## src/rtl/pamap_pkg.sv

```systemverilog
package pamap_pkg;
   typedef enum logic {
      MAP_PAGE = 1'b0,
      MAP_LINE = 1'b1
   } map_mode_e;
endpackage

```

## src/rtl/pamap_bound_reg.sv

```systemverilog
// Holds the effective row boundary; loads only in idle cycles.
module pamap_bound_reg #(
   parameter int ROW_W = 3,
   parameter int COL_W = 3,
   parameter bit CLAMP = 1'b1
) (
   input  logic               clk,
   input  logic               rst_n,
   input  logic               busy,
   input  logic [ROW_W:0]     cfg_bnd,
   output logic [ROW_W:0]     bnd_rows,
   output logic [ROW_W:0]     ecc_rows,
   output logic [ROW_W+COL_W:0] cap_lo
);
   localparam logic [ROW_W:0] ROWS_V = {1'b1, {ROW_W{1'b0}}};

   logic [ROW_W:0] bnd_in;
   logic [ROW_W:0] bnd_q;

   generate
      if (CLAMP) begin : g_clamp
         always_comb bnd_in = (cfg_bnd > ROWS_V) ? ROWS_V : cfg_bnd;
      end else begin : g_pass
         always_comb bnd_in = cfg_bnd;
      end
   endgenerate

   always_ff @(posedge clk or negedge rst_n) begin
      if (!rst_n)    bnd_q <= ROWS_V;
      else if (!busy) bnd_q <= bnd_in;
   end

   assign bnd_rows = bnd_q;
   assign ecc_rows = ROWS_V - bnd_q;
   assign cap_lo   = {bnd_q, {COL_W{1'b0}}};

   AST_BND_FROZEN: assert property (@(posedge clk) disable iff (!rst_n)
      busy |=> $stable(bnd_q));
   AST_BND_LIMIT: assert property (@(posedge clk) disable iff (!rst_n)
      !busy |=> (bnd_q <= ROWS_V));
endmodule

```

## src/rtl/pamap_region_sel.sv

```systemverilog
// Region comparator and rebase subtractor.
module pamap_region_sel #(
   parameter int ROW_W = 3,
   parameter int COL_W = 3
) (
   input  logic [ROW_W+COL_W:0]   addr,
   input  logic [ROW_W:0]         bnd_rows,
   input  logic [ROW_W:0]         ecc_rows,
   input  logic [ROW_W+COL_W:0]   cap_lo,
   output logic                   oor,
   output logic                   in_ecc,
   output logic [ROW_W:0]         reg_rows,
   output logic [ROW_W-1:0]       row_off,
   output logic [ROW_W+COL_W-1:0] local_addr
);
   localparam int ADDR_W = ROW_W + COL_W;

   always_comb begin
      oor        = addr[ADDR_W];
      in_ecc     = !oor && (addr >= cap_lo);
      local_addr = addr[ADDR_W-1:0]
                 - (in_ecc ? cap_lo[ADDR_W-1:0] : {ADDR_W{1'b0}});
      reg_rows   = in_ecc ? ecc_rows : bnd_rows;
      row_off    = in_ecc ? bnd_rows[ROW_W-1:0] : {ROW_W{1'b0}};
   end
endmodule

```

## src/rtl/pamap_split.sv

```systemverilog
// Splits a region-local address into row and column, shift/mask only.
module pamap_split
   import pamap_pkg::*;
#(
   parameter int ROW_W   = 3,
   parameter int COL_W   = 3,
   parameter bit LINE_EN = 1'b1
) (
   input  logic [ROW_W+COL_W-1:0] local_addr,
   input  logic [ROW_W:0]         reg_rows,
   input  map_mode_e              mode,
   output logic [ROW_W-1:0]       lrow,
   output logic [COL_W-1:0]       lcol,
   output logic                   fallback
);
   localparam int ADDR_W = ROW_W + COL_W;
   localparam int KW     = $clog2(ROW_W + 2);

   logic            is_pow2;
   logic [KW-1:0]   shamt;
   logic            use_line;
   logic [ADDR_W-1:0] row_mask;

   always_comb begin
      is_pow2 = (reg_rows != '0) && ((reg_rows & (reg_rows - 1'b1)) == '0);
      shamt   = '0;
      for (int i = 0; i <= ROW_W; i++) begin
         if (reg_rows[i]) shamt = KW'(i);
      end
      row_mask = ADDR_W'(reg_rows - 1'b1);
   end

   generate
      if (LINE_EN) begin : g_line
         always_comb begin
            use_line = (mode == MAP_LINE) && is_pow2;
            fallback = (mode == MAP_LINE) && !is_pow2;
         end
      end else begin : g_page_only
         always_comb begin
            use_line = 1'b0;
            fallback = (mode == MAP_LINE);
         end
      end
   endgenerate

   always_comb begin
      if (use_line) begin
         lrow = ROW_W'(local_addr & row_mask);
         lcol = COL_W'(local_addr >> shamt);
      end else begin
         lrow = local_addr[ADDR_W-1:COL_W];
         lcol = local_addr[COL_W-1:0];
      end
   end
endmodule

```

## src/rtl/pamap_top.sv

```systemverilog
module pamap_top
   import pamap_pkg::*;
#(
   parameter int ROW_W   = 3,
   parameter int COL_W   = 3,
   parameter bit LINE_EN = 1'b1,
   parameter bit CLAMP   = 1'b1
) (
   input  logic                   clk,
   input  logic                   rst_n,
   input  logic                   in_valid,
   input  logic [ROW_W+COL_W:0]   in_addr,
   input  logic                   in_mode,
   input  logic [ROW_W:0]         cfg_bnd,
   output logic                   out_valid,
   output logic                   out_ecc,
   output logic [ROW_W-1:0]       out_row,
   output logic [COL_W-1:0]       out_col,
   output logic                   out_fallback,
   output logic                   out_oor
);
   localparam int ADDR_W = ROW_W + COL_W;

   generate
      if (ROW_W < 1 || COL_W < 1) begin : g_bad_dims
         $error("pamap_top: ROW_W and COL_W must be at least 1");
      end
      if (ADDR_W > 30) begin : g_bad_addr
         $error("pamap_top: address too wide");
      end
   endgenerate

   logic [ROW_W:0]    bnd_rows;
   logic [ROW_W:0]    ecc_rows;
   logic [ADDR_W:0]   cap_lo;
   logic              oor;
   logic              in_ecc;
   logic [ROW_W:0]    reg_rows;
   logic [ROW_W-1:0]  row_off;
   logic [ADDR_W-1:0] local_addr;
   logic [ROW_W-1:0]  lrow;
   logic [COL_W-1:0]  lcol;
   logic              fallback;
   map_mode_e         mode;

   assign mode = map_mode_e'(in_mode);

   pamap_bound_reg #(.ROW_W(ROW_W), .COL_W(COL_W), .CLAMP(CLAMP)) i_bound (
      .clk      (clk),
      .rst_n    (rst_n),
      .busy     (in_valid),
      .cfg_bnd  (cfg_bnd),
      .bnd_rows (bnd_rows),
      .ecc_rows (ecc_rows),
      .cap_lo   (cap_lo)
   );

   pamap_region_sel #(.ROW_W(ROW_W), .COL_W(COL_W)) i_sel (
      .addr       (in_addr),
      .bnd_rows   (bnd_rows),
      .ecc_rows   (ecc_rows),
      .cap_lo     (cap_lo),
      .oor        (oor),
      .in_ecc     (in_ecc),
      .reg_rows   (reg_rows),
      .row_off    (row_off),
      .local_addr (local_addr)
   );

   pamap_split #(.ROW_W(ROW_W), .COL_W(COL_W), .LINE_EN(LINE_EN)) i_split (
      .local_addr (local_addr),
      .reg_rows   (reg_rows),
      .mode       (mode),
      .lrow       (lrow),
      .lcol       (lcol),
      .fallback   (fallback)
   );

   always_ff @(posedge clk or negedge rst_n) begin
      if (!rst_n) begin
         out_valid    <= 1'b0;
         out_ecc      <= 1'b0;
         out_row      <= '0;
         out_col      <= '0;
         out_fallback <= 1'b0;
         out_oor      <= 1'b0;
      end else begin
         out_valid <= in_valid;
         if (in_valid) begin
            out_oor <= oor;
            if (oor) begin
               out_ecc      <= 1'b0;
               out_row      <= '0;
               out_col      <= '0;
               out_fallback <= 1'b0;
            end else begin
               out_ecc      <= in_ecc;
               out_row      <= lrow + row_off;
               out_col      <= lcol;
               out_fallback <= fallback;
            end
         end
      end
   end

   AST_VALID_LAT: assert property (@(posedge clk) disable iff (!rst_n)
      in_valid |=> out_valid);
   AST_IDLE_LAT: assert property (@(posedge clk) disable iff (!rst_n)
      !in_valid |=> !out_valid);
   AST_OOR_ZERO: assert property (@(posedge clk) disable iff (!rst_n)
      (in_valid && in_addr[ADDR_W]) |=> (out_oor && out_row == '0 && out_col == '0
                                         && !out_ecc && !out_fallback));
   AST_ECC_ROWS: assert property (@(posedge clk) disable iff (!rst_n)
      (out_valid && out_ecc) |-> ({1'b0, out_row} >= bnd_rows));
   AST_PLAIN_ROWS: assert property (@(posedge clk) disable iff (!rst_n)
      (out_valid && !out_oor && !out_ecc) |-> ({1'b0, out_row} < bnd_rows));
   AST_FB_MODE: assert property (@(posedge clk) disable iff (!rst_n)
      (in_valid && !in_mode) |=> !out_fallback);
endmodule

```

## config.mk

```make
export PLATFORM = sky130hd
export DESIGN_NAME = pamap_top
export DESIGN_NICKNAME = d
export VERILOG_FILES = /design/src/rtl/pamap_pkg.sv /design/src/rtl/pamap_bound_reg.sv /design/src/rtl/pamap_region_sel.sv /design/src/rtl/pamap_split.sv /design/src/rtl/pamap_top.sv
export SDC_FILE = /design/constraint.sdc
export NUM_CORES = 1
export LEC_CHECK = 0
export BUFFER_PORTS_ARGS = -buffer_cell sky130_fd_sc_hd__buf_2
export CAP_MARGIN = 5
export CORE_ASPECT_RATIO = 1.25
export CORE_MARGIN = 3
export CORE_UTILIZATION = 57
export DETAILED_ROUTE_END_ITERATION = 16
export PLACE_DENSITY = 0.86
export SYNTH_ARGS = -nofsm -noshare
export SYNTH_HDL_FRONTEND = slang
export SYNTH_HIERARCHICAL = 1
export SYNTH_SLANG_ARGS = --single-unit
```

## constraint.sdc

```tcl
create_clock -name clk -period 6 [get_ports clk]
set_clock_uncertainty 0.2 [all_clocks]
set_input_delay 0.9 -clock clk [delete_from_list [all_inputs] [get_ports clk]]
set_output_delay 0.9 -clock clk [all_outputs]
set_load 0.01 [all_outputs]
```

# == Word level (Yosys, flattened, before mapping) ==
# Cells that the tools add are included.
# Widths: inputs -> output; s select.
# word_totals
ff_bits,14
inputBits,15
output_inout_bits,10
elab_cells,38
# classes
addsub,5
n_lt_le_gt_ge,2
shift,1
muxes,13
bitwise_logic,2
n_reduce_logical,8
# ops
cell,count
$mux 3,7
$mux 4,2
$ge 7x7->1,1
$mux 6,1
$shr 6x3->3,1
$sub 6x6->6,1
$and 4x4->4,1
$gt 4x4->1 const B,1
$logic_and 1x1->1,4
$logic_not 4->1,1
$reduce_bool 4->1,1
$sub 4x1->4 const B,1
$sub 4x4->4 const A,1
$add 3x3->3,1
$and 3x3->3,1
$mux 1,3
$sub 3x1->3 const B,1
$logic_not 1->1,2

# == Depth between registers and ports, before layout ==
# Gate-level depths: netlist of the first run.
# depth
depth_word,11
ltp_mapped,21
mapped_depth_nobuf,19

# == Modules after synthesis ==
# Netlist of the first run, hierarchy kept.
# by_module_without_submodules
module,instances,cells_per_inst,area_per_inst_um2
pamap_region_sel,1,69,548.0
pamap_top,1,41,471.7
pamap_split,1,37,340.3
pamap_bound_reg,1,29,272.8

# == Worst setup path after synthesis of the first run ==
# Ideal clock, no wire load.
# synth_timing
path_type,input port to flip-flop
start,input port in_addr[6]
end,register out_row[1]
setup_ns,0.125
t_arrival_ns,4.135
slack_ns,1.540
cell_stages,19
path_cell_list,ha_1 > nand4_1 > and3_1 > o21ai_1 > nor2b_4 > buf_6 > mux2_4 > inv_1 > ha_1 > inv_1 > ha_1 > nor3b_2 > nand3_4 > mux2_4 > ha_1 > inv_1 > fa_1 > nor2_1 > mux2_2
# synth_via
elab_chain_cells,11
word_cells_on_any_way,18
# synth_lines
element,line,rtl
"start, declared",pamap_top.sv:12,"input logic [ROW_W+COL_W:0] in_addr,"
$ge 7x7->1 or $logic_not 1->1 (tied branches),pamap_region_sel.sv:20,in_ecc = !oor && (addr >= cap_lo);
$logic_and 1x1->1 *,pamap_region_sel.sv:20,
$mux 4 *,pamap_region_sel.sv:23,reg_rows = in_ecc ? ecc_rows : bnd_rows;
named net reg_rows[1],pamap_top.sv:38,logic [ROW_W:0] reg_rows;
$sub 4x1->4,pamap_split.sv:25,is_pow2 = (reg_rows != '0) && ((reg_rows & (reg_rows - 1'b1)) == '0);
$and 4x4->4,pamap_split.sv:25,
$logic_not 4->1,pamap_split.sv:25,
$logic_and 1x1->1 *,pamap_split.sv:25,
$logic_and 1x1->1 *,pamap_split.sv:36,use_line = (mode == MAP_LINE) && is_pow2;
$mux 3 *,pamap_split.sv:48,if (use_line) begin
named net lrow[0],pamap_top.sv:41,logic [ROW_W-1:0] lrow;
$add 3x3->3 *,pamap_top.sv:98,out_row <= lrow + row_off;
$mux 3 *,pamap_top.sv:91,if (oor) begin
"end signal, assigned",pamap_top.sv:98,
"end, declared",pamap_top.sv:17,"output logic [ROW_W-1:0] out_row,"
# Mark *: on every way through the listed nets, which the timed path passes. The rest lies on a longest branch.
# A chain may end at the register's enable or synchronous reset.

# == Worst setup path in the final report of the first run ==
# layout_timing
start,input port in_addr[6]
end,register out_row[1]
# layout_via
elab_chain_cells,11
word_cells_on_any_way,18
# layout_lines
element,line,rtl
$ge 7x7->1 or $logic_not 1->1 (tied branches),pamap_region_sel.sv:20,
$logic_and 1x1->1 *,pamap_region_sel.sv:20,
named net in_ecc,pamap_top.sv:37,logic in_ecc;
$mux 4 *,pamap_region_sel.sv:23,
named net reg_rows[1],pamap_top.sv:38,
$sub 4x1->4,pamap_split.sv:25,
$and 4x4->4,pamap_split.sv:25,
$logic_not 4->1,pamap_split.sv:25,
$logic_and 1x1->1 *,pamap_split.sv:25,
$logic_and 1x1->1 *,pamap_split.sv:36,
$mux 3 *,pamap_split.sv:48,
named net lrow[0],pamap_top.sv:41,
$add 3x3->3 *,pamap_top.sv:98,
$mux 3 *,pamap_top.sv:91,
# Marks and branches as above.

==> flow_summary.ini, run 1 <==
[status]
status = complete, no violations

[floorplanning]
start_util_pct = 60.3
die_area_um2 = 3550
num_io_pins = 25
die_h_um = 65.8
die_w_um = 53.9
rows = 21
core_um2 = 2710

[global_route]
grtUsageTotal_pct = 18.9
grt_pass1_wl_mm = 5.08
grt_pass1_vias = 1224
grt_max_degree = 25
antenna_found_initial = 0
grt_remaining_overflow = 0

[cells_and_area]
layout.cells.non_filler = 226
nets = 227
num_antenna_cells = 0
syn_to_final_growth_pct = 4.75
final_util_pct = 63.2
final_cell_area_um2 = 1710
drive_gt1_share_pct = 25.0

[synth]
synth_top_family_by_area = simple AND/OR/NAND/NOR gates
synthXorXnorAreaFrac_pct = 4.14
synthArstFlopShare_pct = 100
synth.most_common_cell = inv_1
synth_top_area_share_pct = 19.9
synth.mux.area_fraction_pct = 10.3
avgSynthCellArea_um2 = 9.28
synth_simple_gate_area_share_pct = 20.4
ys_seq_area_share_pct = 21.5
synth_cells = 176
synth-compound-area-share_pct = 13.6
synth_top_area_cell = dfrtp_1
synth.area.top_cells = dfrtp_1 20%, ha_1 13%, mux2_4 8.3%, inv_1 6.4%, buf_4 4.6%
ys_warn_count = 6
synth_fa_ha_area_share_pct = 15.5
netlist_area_um2 = 1630
synth_common_cells = 28 x inv_1, 17 x ha_1, 13 x dfrtp_1
synth_seq_cells = 14
ys.flop_type = dfrtp_1
synth_cell_type_count = 45
synth_edf_count = 0

[timing]
period_share_pct = 78.9
hold_viol_final = 0
min_period_ns = 4.73
setup_tns_ns = 0
slew_violations = 0
timing.fmax_ghz = 0.211
rsz0062_at_grt = no
setup_viol = 0

[clocking]
clockRootBuffer = clkbuf_4
postCtsSetupBuffers = 0
cts-buffers-inserted = 3
tritoncts = done
clock_latency_ns = 0.28
cts_hold_buf = 0
cts_sinks = 14
ctsResizeCount = 0
clk_pin_slew_ns = 0.08
clockBufferDepth = 2
ctsHtreeMaxLevel = 1

[setup_path]
critPathMaxFanout = 14
cp.arrival_ns = 4.70
rr_startpoint = i_bound/bnd_rows[3]$_DFFE_PN1N_
reg2reg_slack_ns = 1.47
crit_path_frequent_cell = ha_1
critical-path-max-stage-delay_ns = 0.47
crit_type = input pin to flip-flop
end_kind = flip-flop
worst_ep_required_time_ns = 5.97
crit_slowest_cell = fa_1
regToRegEndpoint = out_row[1]$_DFFE_PN0P_
worst-r2r-cell-count = 19
path_delay_family = adder cells
path_buf_inv = 4
path_cells = buf_2, ha_1, nand4_1, and3_1, o21ai_1, nor2b_4, mux2_4, inv_1, ha_1, inv_1, ha_1, nor3b_2, nand3_4, mux2_4, ha_1, inv_1, fa_1, nor2_1, mux2_2
worst_setup_path_start_kind = input pin
startpoint = in_addr[6]

[power]
p_leak_nw = 0.826
p_per_area_nw_per_um2 = 221
peakVddDrop_mv = 0.175

[detailed_routing]
wl_mm = 2.95
viasPerCell = 5.38
dr.pass1.iters = 4
antenna_left = 0
drc_errors = 0
drt_iter0_markers = 13
vias = 1216
wire_per_inst_um = 13.1

[run]
max_cap_viol_count = 0

[place]
place_area_um2 = 1670
port_buffers = 24
dp.cells = 222
dpl.hpwl_mm = 2.42
gp_congestion = 0.898

[hold_path]
hold_path.class = input pin to asynchronous set/reset pin
placed cells by master (no fill, tap or decap), types with 2 or more instances in the layout:
master,netlist,layout
a21o_1,2,2
a21oi_1,3,3
a31oi_1,2,2
and2_1,5,5
buf_2,0,24
clkbuf_4,0,3
conb_1,1,3
dfrtp_1,13,13
fa_1,2,2
ha_1,17,17
inv_1,28,28
mux2_2,2,2
mux2_4,9,9
nand2_1,11,11
nand2b_1,5,5
nand3b_1,7,7
nand4_1,2,2
nor2_1,2,2
nor2b_1,7,7
nor3b_1,4,4
o21ai_0,11,11
o22a_1,2,2
o31a_1,2,2
o31ai_1,2,2
xnor2_1,3,3
xor2_1,2,2
report_power, final:
part           internal [mW]  switching [mW]  total (mW)
Sequential             0.108         0.00936       0.117
Clock                 0.0370          0.0296      0.0665
Combinational         0.0967          0.0970       0.194
Total                  0.241           0.136       0.377
registers in the layout (all words and copies together), names as in the netlist:
| name | count |
|---|---|
| i_bound/bnd_rows | 4 |
| out_ecc | 1 |
| out_row | 3 |
| out_col | 3 |
| out_oor | 1 |
| out_valid | 1 |
| out_fallback | 1 |
metrics by stage:
step | hold slack, ns | total power [mW] | setup slack [ns]
2_1_floorplan | 0.333 | 0.280 | 1.54
3_3_place_gp | 0.298 | 0.304 | 1.15
3_5_place_dp | 0.297 | 0.312 | 0.999
4_1_cts | 0.287 | 0.381 | 1.28
5_1_grt | 0.293 | 0.408 | 1.05
6_report | 0.290 | 0.377 | 1.27
per-layer routing:
metal | part of all wire, % | global-route usage (%) | up-vias
met1 | 44 | 24.1 | 575
met3 | 2.6 | 2.26 | 2
met2 | 52 | 31.5 | 19
met4 | 1.0 | 7.35 | 0
li1 | - | - | 620
met5 | 0 | 0 | -
area by class of cell:
cell class,count,area (um^2)
well taps,34,42.5
inverters,28,105
fillers,232,996
flip-flops and latches,14,352
repair buffers,24,120
clock buffers,4,36.3
multi-input cells,122,1050
worst reg2reg max path, delay by kind of cell (launching register included):
kind                     cells  cell delay [ns]
adder cells (fa/ha/maj)      5             1.32
AND/OR/NAND/NOR              6             1.14
multiplexers                 3             0.89
flip-flops                   1             0.57
buffers and inverters        4             0.22
AO/OA/AOI/OAI                1             0.09
worst max-delay path by stage:
stage / slack [ns] / end / cells past startpoint
floorplan: 1.54 / out_row[1]$_DFFE_PN0P_ / 19
global placement: 1.15 / out_row[1]$_DFFE_PN0P_ / 19
detailed placement: 1.0 / out_row[1]$_DFFE_PN0P_ / 19
CTS: 1.28 / out_row[1]$_DFFE_PN0P_ / 19
global route: 1.05 / out_row[1]$_DFFE_PN0P_ / 19
finish: 1.27 / out_row[1]$_DFFE_PN0P_ / 19
kinds of logic (layout without fill, tap and decap cells):
kind of cell / Yosys count / in the layout
xor gates and xnor gates: 6 / 6
muxes: 12 / 12
buffers and inverters: 42 / 56
DFF: 14 / 14
other: 1 / 3
and+or+nand+nor: 51 / 51
AOI/OAI and AO/OA: 31 / 31
adders and majority gates: 19 / 19
(Power assumes the default switching activity.)
==> inputs of run 2 (changes only) <==
Settings changed: ABC_AREA from default to 1.
Clock period 6 ns to 4.91 ns, I/O delays scaled along.
==> run 2 against run 1 <==
Sequential share of layout area shrank 0.64 points. Clock power grew 31%. Cell area grew 3.2%. Synthesized area grew 0.54%. Non-clock buffer count is the same. Die area grew 0.48%. Synthesized cell count grew 36%. First-iteration DRC count grew to 4.8 times the previous value. Register-to-register slack lost 0.81 ns. Count of clock-buffer cells in the layout is the same. Power grew 24%.
==> flow_summary.ini, run 2 <==
[global_route]
grt_pass1_wl_mm = 5.64
grt_max_degree = 15
grtUsageTotal_pct = 21.4
grt_pass1_vias = 1387
grt_remaining_overflow = 0
antenna_found_initial = 0

[timing]
slew_violations = 0
min_period_ns = 4.28
maxSlewHeadroom_pct = 67.1
hold_viol_final = 0
timing.fmax_ghz = 0.234
rsz0062_at_grt = no
period_share_pct = 87.2
setup_tns_ns = 0
setup_viol = 0
worstMarginPinSlew_ns = 0.489

[power]
peakVddDrop_mv = 0.195
p_per_area_nw_per_um2 = 265
p_int_mw = 0.268
total_power_mw = 0.468
p_sw_share_pct = 42.7
p_switching_mw = 0.200
pwr-share-comb_pct = 51.3
p_clk_share_pct = 18.6
p_leak_nw = 0.997
pwr-share-seq_pct = 30.1

[detailed_routing]
wl_mm = 3.32
drt_iter0_markers = 63
vias = 1483
antenna_left = 0
dr.pass1.iters = 5
wire_per_inst_um = 11.3
drc_errors = 0
viasPerCell = 5.04

[cells_and_area]
n_fill_cell = 245
final_common_cell = nand2_1
largest_reg_flops = 4
layout_common_cells = 66 x nand2_1, 48 x inv_1, 24 x buf_2, 17 x nand3_1, 17 x ha_1
layout.cells.non_filler = 294
drive_gt1_share_pct = 20.0
multiInputGateArea_um2 = 1020
nets = 295
regArea_um2 = 352
syn_to_final_growth_pct = 7.55
num_antenna_cells = 0

[clocking]
cts_sinks = 14
cts-buffers-inserted = 3
clockRootBuffer = clkbuf_4
postCtsSetupBuffers = 0
clockBufferDepth = 2
clk_pin_slew_ns = 0.09
tritoncts = done
ctsResizeCount = 0
cts_hold_buf = 0
clock_latency_ns = 0.29
ctsHtreeMaxLevel = 1

[setup_path]
worst-r2r-cell-count = 23
cp.arrival_ns = 4.29
worst_setup_path_start_kind = input pin
crit_type = input pin to flip-flop
worst_ep_required_time_ns = 4.92
critPathMaxFanout = 13
reg2reg_slack_ns = 0.66
end_kind = flip-flop
regToRegEndpoint = out_row[1]$_DFFE_PN0P_
rr_startpoint = i_bound/bnd_rows[3]$_DFFE_PN1N_

[hold_path]
hold_path.class = input pin to asynchronous set/reset pin

[synth]
synth_edf_count = 0
synth_common_cells = 66 x nand2_1, 48 x inv_1, 17 x ha_1, 17 x nand3_1, 14 x nor2_1
synth_seq_cells = 14
synthArstFlopShare_pct = 100
ys_warn_count = 6
synth.most_common_cell = nand2_1
synth_top_area_share_pct = 19.8
synth_cell_type_count = 32
ys_seq_area_share_pct = 21.4
ys.flop_type = dfrtp_1
avgSynthCellArea_um2 = 6.84
synth_top_area_cell = dfrtp_1
synth.area.top_cells = dfrtp_1 20%, nand2_1 15%, ha_1 13%, inv_1 11%, nand3_1 5.2%
synth_cells = 240
netlist_area_um2 = 1640

[place]
dpl.hpwl_mm = 2.73
dp.cells = 290
gp_congestion = 0.891
port_buffers = 24

[floorplanning]
num_io_pins = 25
start_util_pct = 60.7
die_h_um = 66
die_area_um2 = 3560
core_um2 = 2710
rows = 21
die_w_um = 54

[status]
status = complete, no violations

[run]
max_cap_viol_count = 0
==> run 2: cell count changes after synthesis, sizes merged, moves of 8 or more <==
cell / previous run / this run
inv: 28 / 52
mux2: 11 / 0
nand2: 11 / 70
nand3: 2 / 19
nor2: 2 / 22
nor2b: 8 / 0
==> run 2: area by class of cell <==
class                           count  share of cell area, %
Timing Repair Buffer               24                   6.80
Multi-Input combinational cell    166                   57.6
Inverter                           52                   11.2
Tap cell                           34                   2.41
Clock buffer                        4                   2.06
Sequential cell                    14                   19.9
==> run 2: per-layer routing <==
metal | GRT usage, % | wire, um
met4 | 8.72 | 101
met5 | 0 | 0
met2 | 39.1 | 1750
met3 | 4.29 | 170
met1 | 23.1 | 1300
==> run 2: cells by family after synthesis <==
| logic type | count (synthesis) | share of synthesized area (%) |
|---|---|---|
| other cells | 1 | 0.228 |
| simple gates | 115 | 33.2 |
| compound gates | 25 | 10.5 |
| buf+inv | 62 | 17.1 |
| fa+ha+maj | 19 | 15.4 |
| flops | 14 | 21.4 |
| xor+xnor | 4 | 2.13 |
==> run 2: how the worst max path moves through the flow <==
stage / slack, ns / startpoint / cells after the start / endpoint
2_1_floorplan: 0.96 / in_addr[6] / 23 / out_row[1]$_DFFE_PN0P_
3_3_place_gp: 0.45 / in_addr[6] / 23 / out_row[1]$_DFFE_PN0P_
3_5_place_dp: 0.32 / in_addr[6] / 23 / out_row[1]$_DFFE_PN0P_
4_1_cts: 0.60 / in_addr[6] / 23 / out_row[1]$_DFFE_PN0P_
5_1_grt: 0.28 / i_bound/bnd_rows[2]$_DFFE_PN0N_ / 23 / out_row[1]$_DFFE_PN0P_
6_report: 0.63 / in_addr[6] / 23 / out_row[1]$_DFFE_PN0P_
==> run 2: power by group through the flow <==
stage,sequential [mW],combinational [mW],clock [mW]
6_report,0.141,0.240,0.0869
5_1_grt,0.143,0.274,0.0946
4_1_cts,0.141,0.240,0.0855
3_5_place_dp,0.143,0.238,0
3_3_place_gp,0.143,0.232,0
2_1_floorplan,0.148,0.184,0
==> run 2: critical path: stages <==
cell and delay, ns:
buf_2 0.17, ha_1 0.33, nand2_2 0.07, nor2_2 0.13
inv_1 0.06, nor2_2 0.11, nor2_2 0.06, nor2_4 0.27
o21ai_0 0.25, inv_2 0.11, ha_1 0.23, inv_1 0.06
ha_1 0.18, inv_1 0.05, nand2_1 0.07, a21oi_4 0.15
nand3_4 0.15, nand2_1 0.10, o21ai_1 0.07, ha_1 0.18
inv_1 0.07, fa_1 0.42, o31ai_1 0.27
==> run 2: stage by stage <==
| step | cell area (um^2) | utilization [%] | hold slack (ns) | setup slack, ns |
|---|---|---|---|---|
| after floorplan | 1650 | - | 0.241 | 0.963 |
| after global placement | 1730 | 63.9 | 0.260 | 0.446 |
| after detailed placement | 1730 | 63.9 | 0.260 | 0.317 |
| after CTS | 1770 | 65.2 | 0.135 | 0.604 |
| after global routing | 1770 | 65.2 | 0.137 | 0.280 |
| final | 1770 | 65.2 | 0.110 | 0.628 |
==> inputs of run 3 (changes only) <==
Settings changed: PLACE_DENSITY 0.86 to 0.89.
==> run 3 against run 2 <==
Die area stayed put. Wire length decreased by 3.1%. Power down 0.51%.
==> flow_summary.ini, run 3 (synthesis gave the netlist of run 2 again) <==
[status]
status = complete, no violations

[setup_path]
reg2reg_slack_ns = 0.76
end_kind = flip-flop
worst_ep_required_time_ns = 4.91
critPathMaxFanout = 13
cp.arrival_ns = 4.18
crit_type = input pin to flip-flop
worst_setup_path_start_kind = input pin

[detailed_routing]
wire_per_inst_um = 10.9
drc_errors = 0
wl_met2_mm = 1.73
viasPerCell = 4.99
wl_met3_um = 125
top_layer = met4
wl_mm = 3.21
wirelength_met1_mm = 1.33
vias = 1466
dr.pass1.iters = 4
antenna_left = 0
drt_iter0_markers = 40

[floorplanning]
num_io_pins = 25
rows = 21
die_h_um = 66
die_area_um2 = 3560
die_w_um = 54
start_util_pct = 60.7
core_um2 = 2710

[cells_and_area]
drive_gt1_share_pct = 20.0
layout.cells.non_filler = 294
multiInputGateArea_um2 = 1020
n_fill_cell = 244
nets = 295
final_util_pct = 65.2
final_cell_area_um2 = 1770
layout_common_cells = 66 x nand2_1, 48 x inv_1, 24 x buf_2, 17 x nand3_1, 17 x ha_1
regArea_um2 = 352
syn_to_final_growth_pct = 7.55
final_common_cell = nand2_1
num_antenna_cells = 0
largest_reg_flops = 4

[timing]
hold_ws_ns = 0.120
setup_tns_ns = 0
min_period_ns = 4.18
hold_viol_final = 0
period_share_pct = 85.1
slew_violations = 0
timing.fmax_ghz = 0.239
rsz0062_at_grt = no
setup_viol = 0

[power]
p_leak_nw = 0.997
peakVddDrop_mv = 0.191
p_per_area_nw_per_um2 = 264

[clocking]
cts-buffers-inserted = 3
tritoncts = done
clk_pin_slew_ns = 0.08
ctsResizeCount = 0
postCtsSetupBuffers = 0
ctsHtreeMaxLevel = 1
clockBufferDepth = 2
clock_latency_ns = 0.29
cts_sinks = 14
cts_hold_buf = 0
clockRootBuffer = clkbuf_4

[global_route]
grt_max_degree = 15
antenna_found_initial = 0
grt_pass1_vias = 1327
grt_pass1_wl_mm = 5.46
grtUsageTotal_pct = 20.5
grt_remaining_overflow = 0

[place]
dp.cells = 290
place_area_um2 = 1730
dpl.hpwl_mm = 2.70
gp_congestion = 0.871
port_buffers = 24

[run]
max_cap_viol_count = 0

[hold_path]
hold_path.class = input pin to asynchronous set/reset pin
## run 3: cell counts in the layout (fill, tap and decap cells not counted)
Identical to the previous run, type by type.
## run 3: critical path: stages
cell and delay, ns:
buf_2 0.18, ha_1 0.33, nand2_2 0.07, nor2_2 0.11
inv_1 0.05, nor2_2 0.10, nor2_2 0.06, nor2_4 0.25
o21ai_0 0.23, inv_2 0.11, ha_1 0.22, inv_1 0.06
ha_1 0.17, inv_1 0.05, nand2_1 0.07, a21oi_4 0.14
nand3_4 0.14, nand2_1 0.10, o21ai_1 0.07, ha_1 0.18
inv_1 0.07, fa_1 0.42, o31ai_1 0.26
## run 3: path summary, 6_finish.rpt
| path | start | to | cells after the start |
|---|---|---|---|
| hold reg to reg | out_row[2]$_DFFE_PN0P_ | out_row[2]$_DFFE_PN0P_ | 2 |
| setup reg to reg | i_bound/bnd_rows[2]$_DFFE_PN0N_ | out_row[1]$_DFFE_PN0P_ | 23 |
| max in group asynchronous | rst_n | i_bound/bnd_rows[3]$_DFFE_PN1N_ | 1 |
| setup / recovery | in_addr[6] | out_row[1]$_DFFE_PN0P_ | 23 |
| min in group clk | out_row[2]$_DFFE_PN0P_ | out_row[2]$_DFFE_PN0P_ | 2 |
| hold / removal | rst_n | out_col[2]$_DFFE_PN0P_ | 1 |
## run 3: cell type report
cell class                      count  area share [%]
Clock buffer                        4            2.06
Inverter                           52            11.2
Multi-Input combinational cell    166            57.6
Sequential cell                    14            19.9
Tap cell                           34            2.41
Timing Repair Buffer               24            6.80
## run 3: layer usage
metal	GRT usage (%)	up-vias
met2	35.0	28
met1	25.2	660
li1	-	774
met5	0	-
met4	5.30	0
met3	4.97	4
## run 3: where the power goes
part           internal (mW)  leakage (nW)  switching, mW
registers              0.131         0.178         0.0104
clock network         0.0453        0.0210         0.0400
logic                 0.0917         0.798          0.148
total                  0.268         0.997          0.198
## run 3: stage by stage
| stage | setup WS [ns] | power, mW |
|---|---|---|
| after floorplan | 0.963 | 0.331 |
| after global placement | 0.542 | 0.375 |
| after detailed placement | 0.414 | 0.382 |
| after CTS | 0.700 | 0.467 |
| after global routing | 0.389 | 0.508 |
| final | 0.730 | 0.466 |
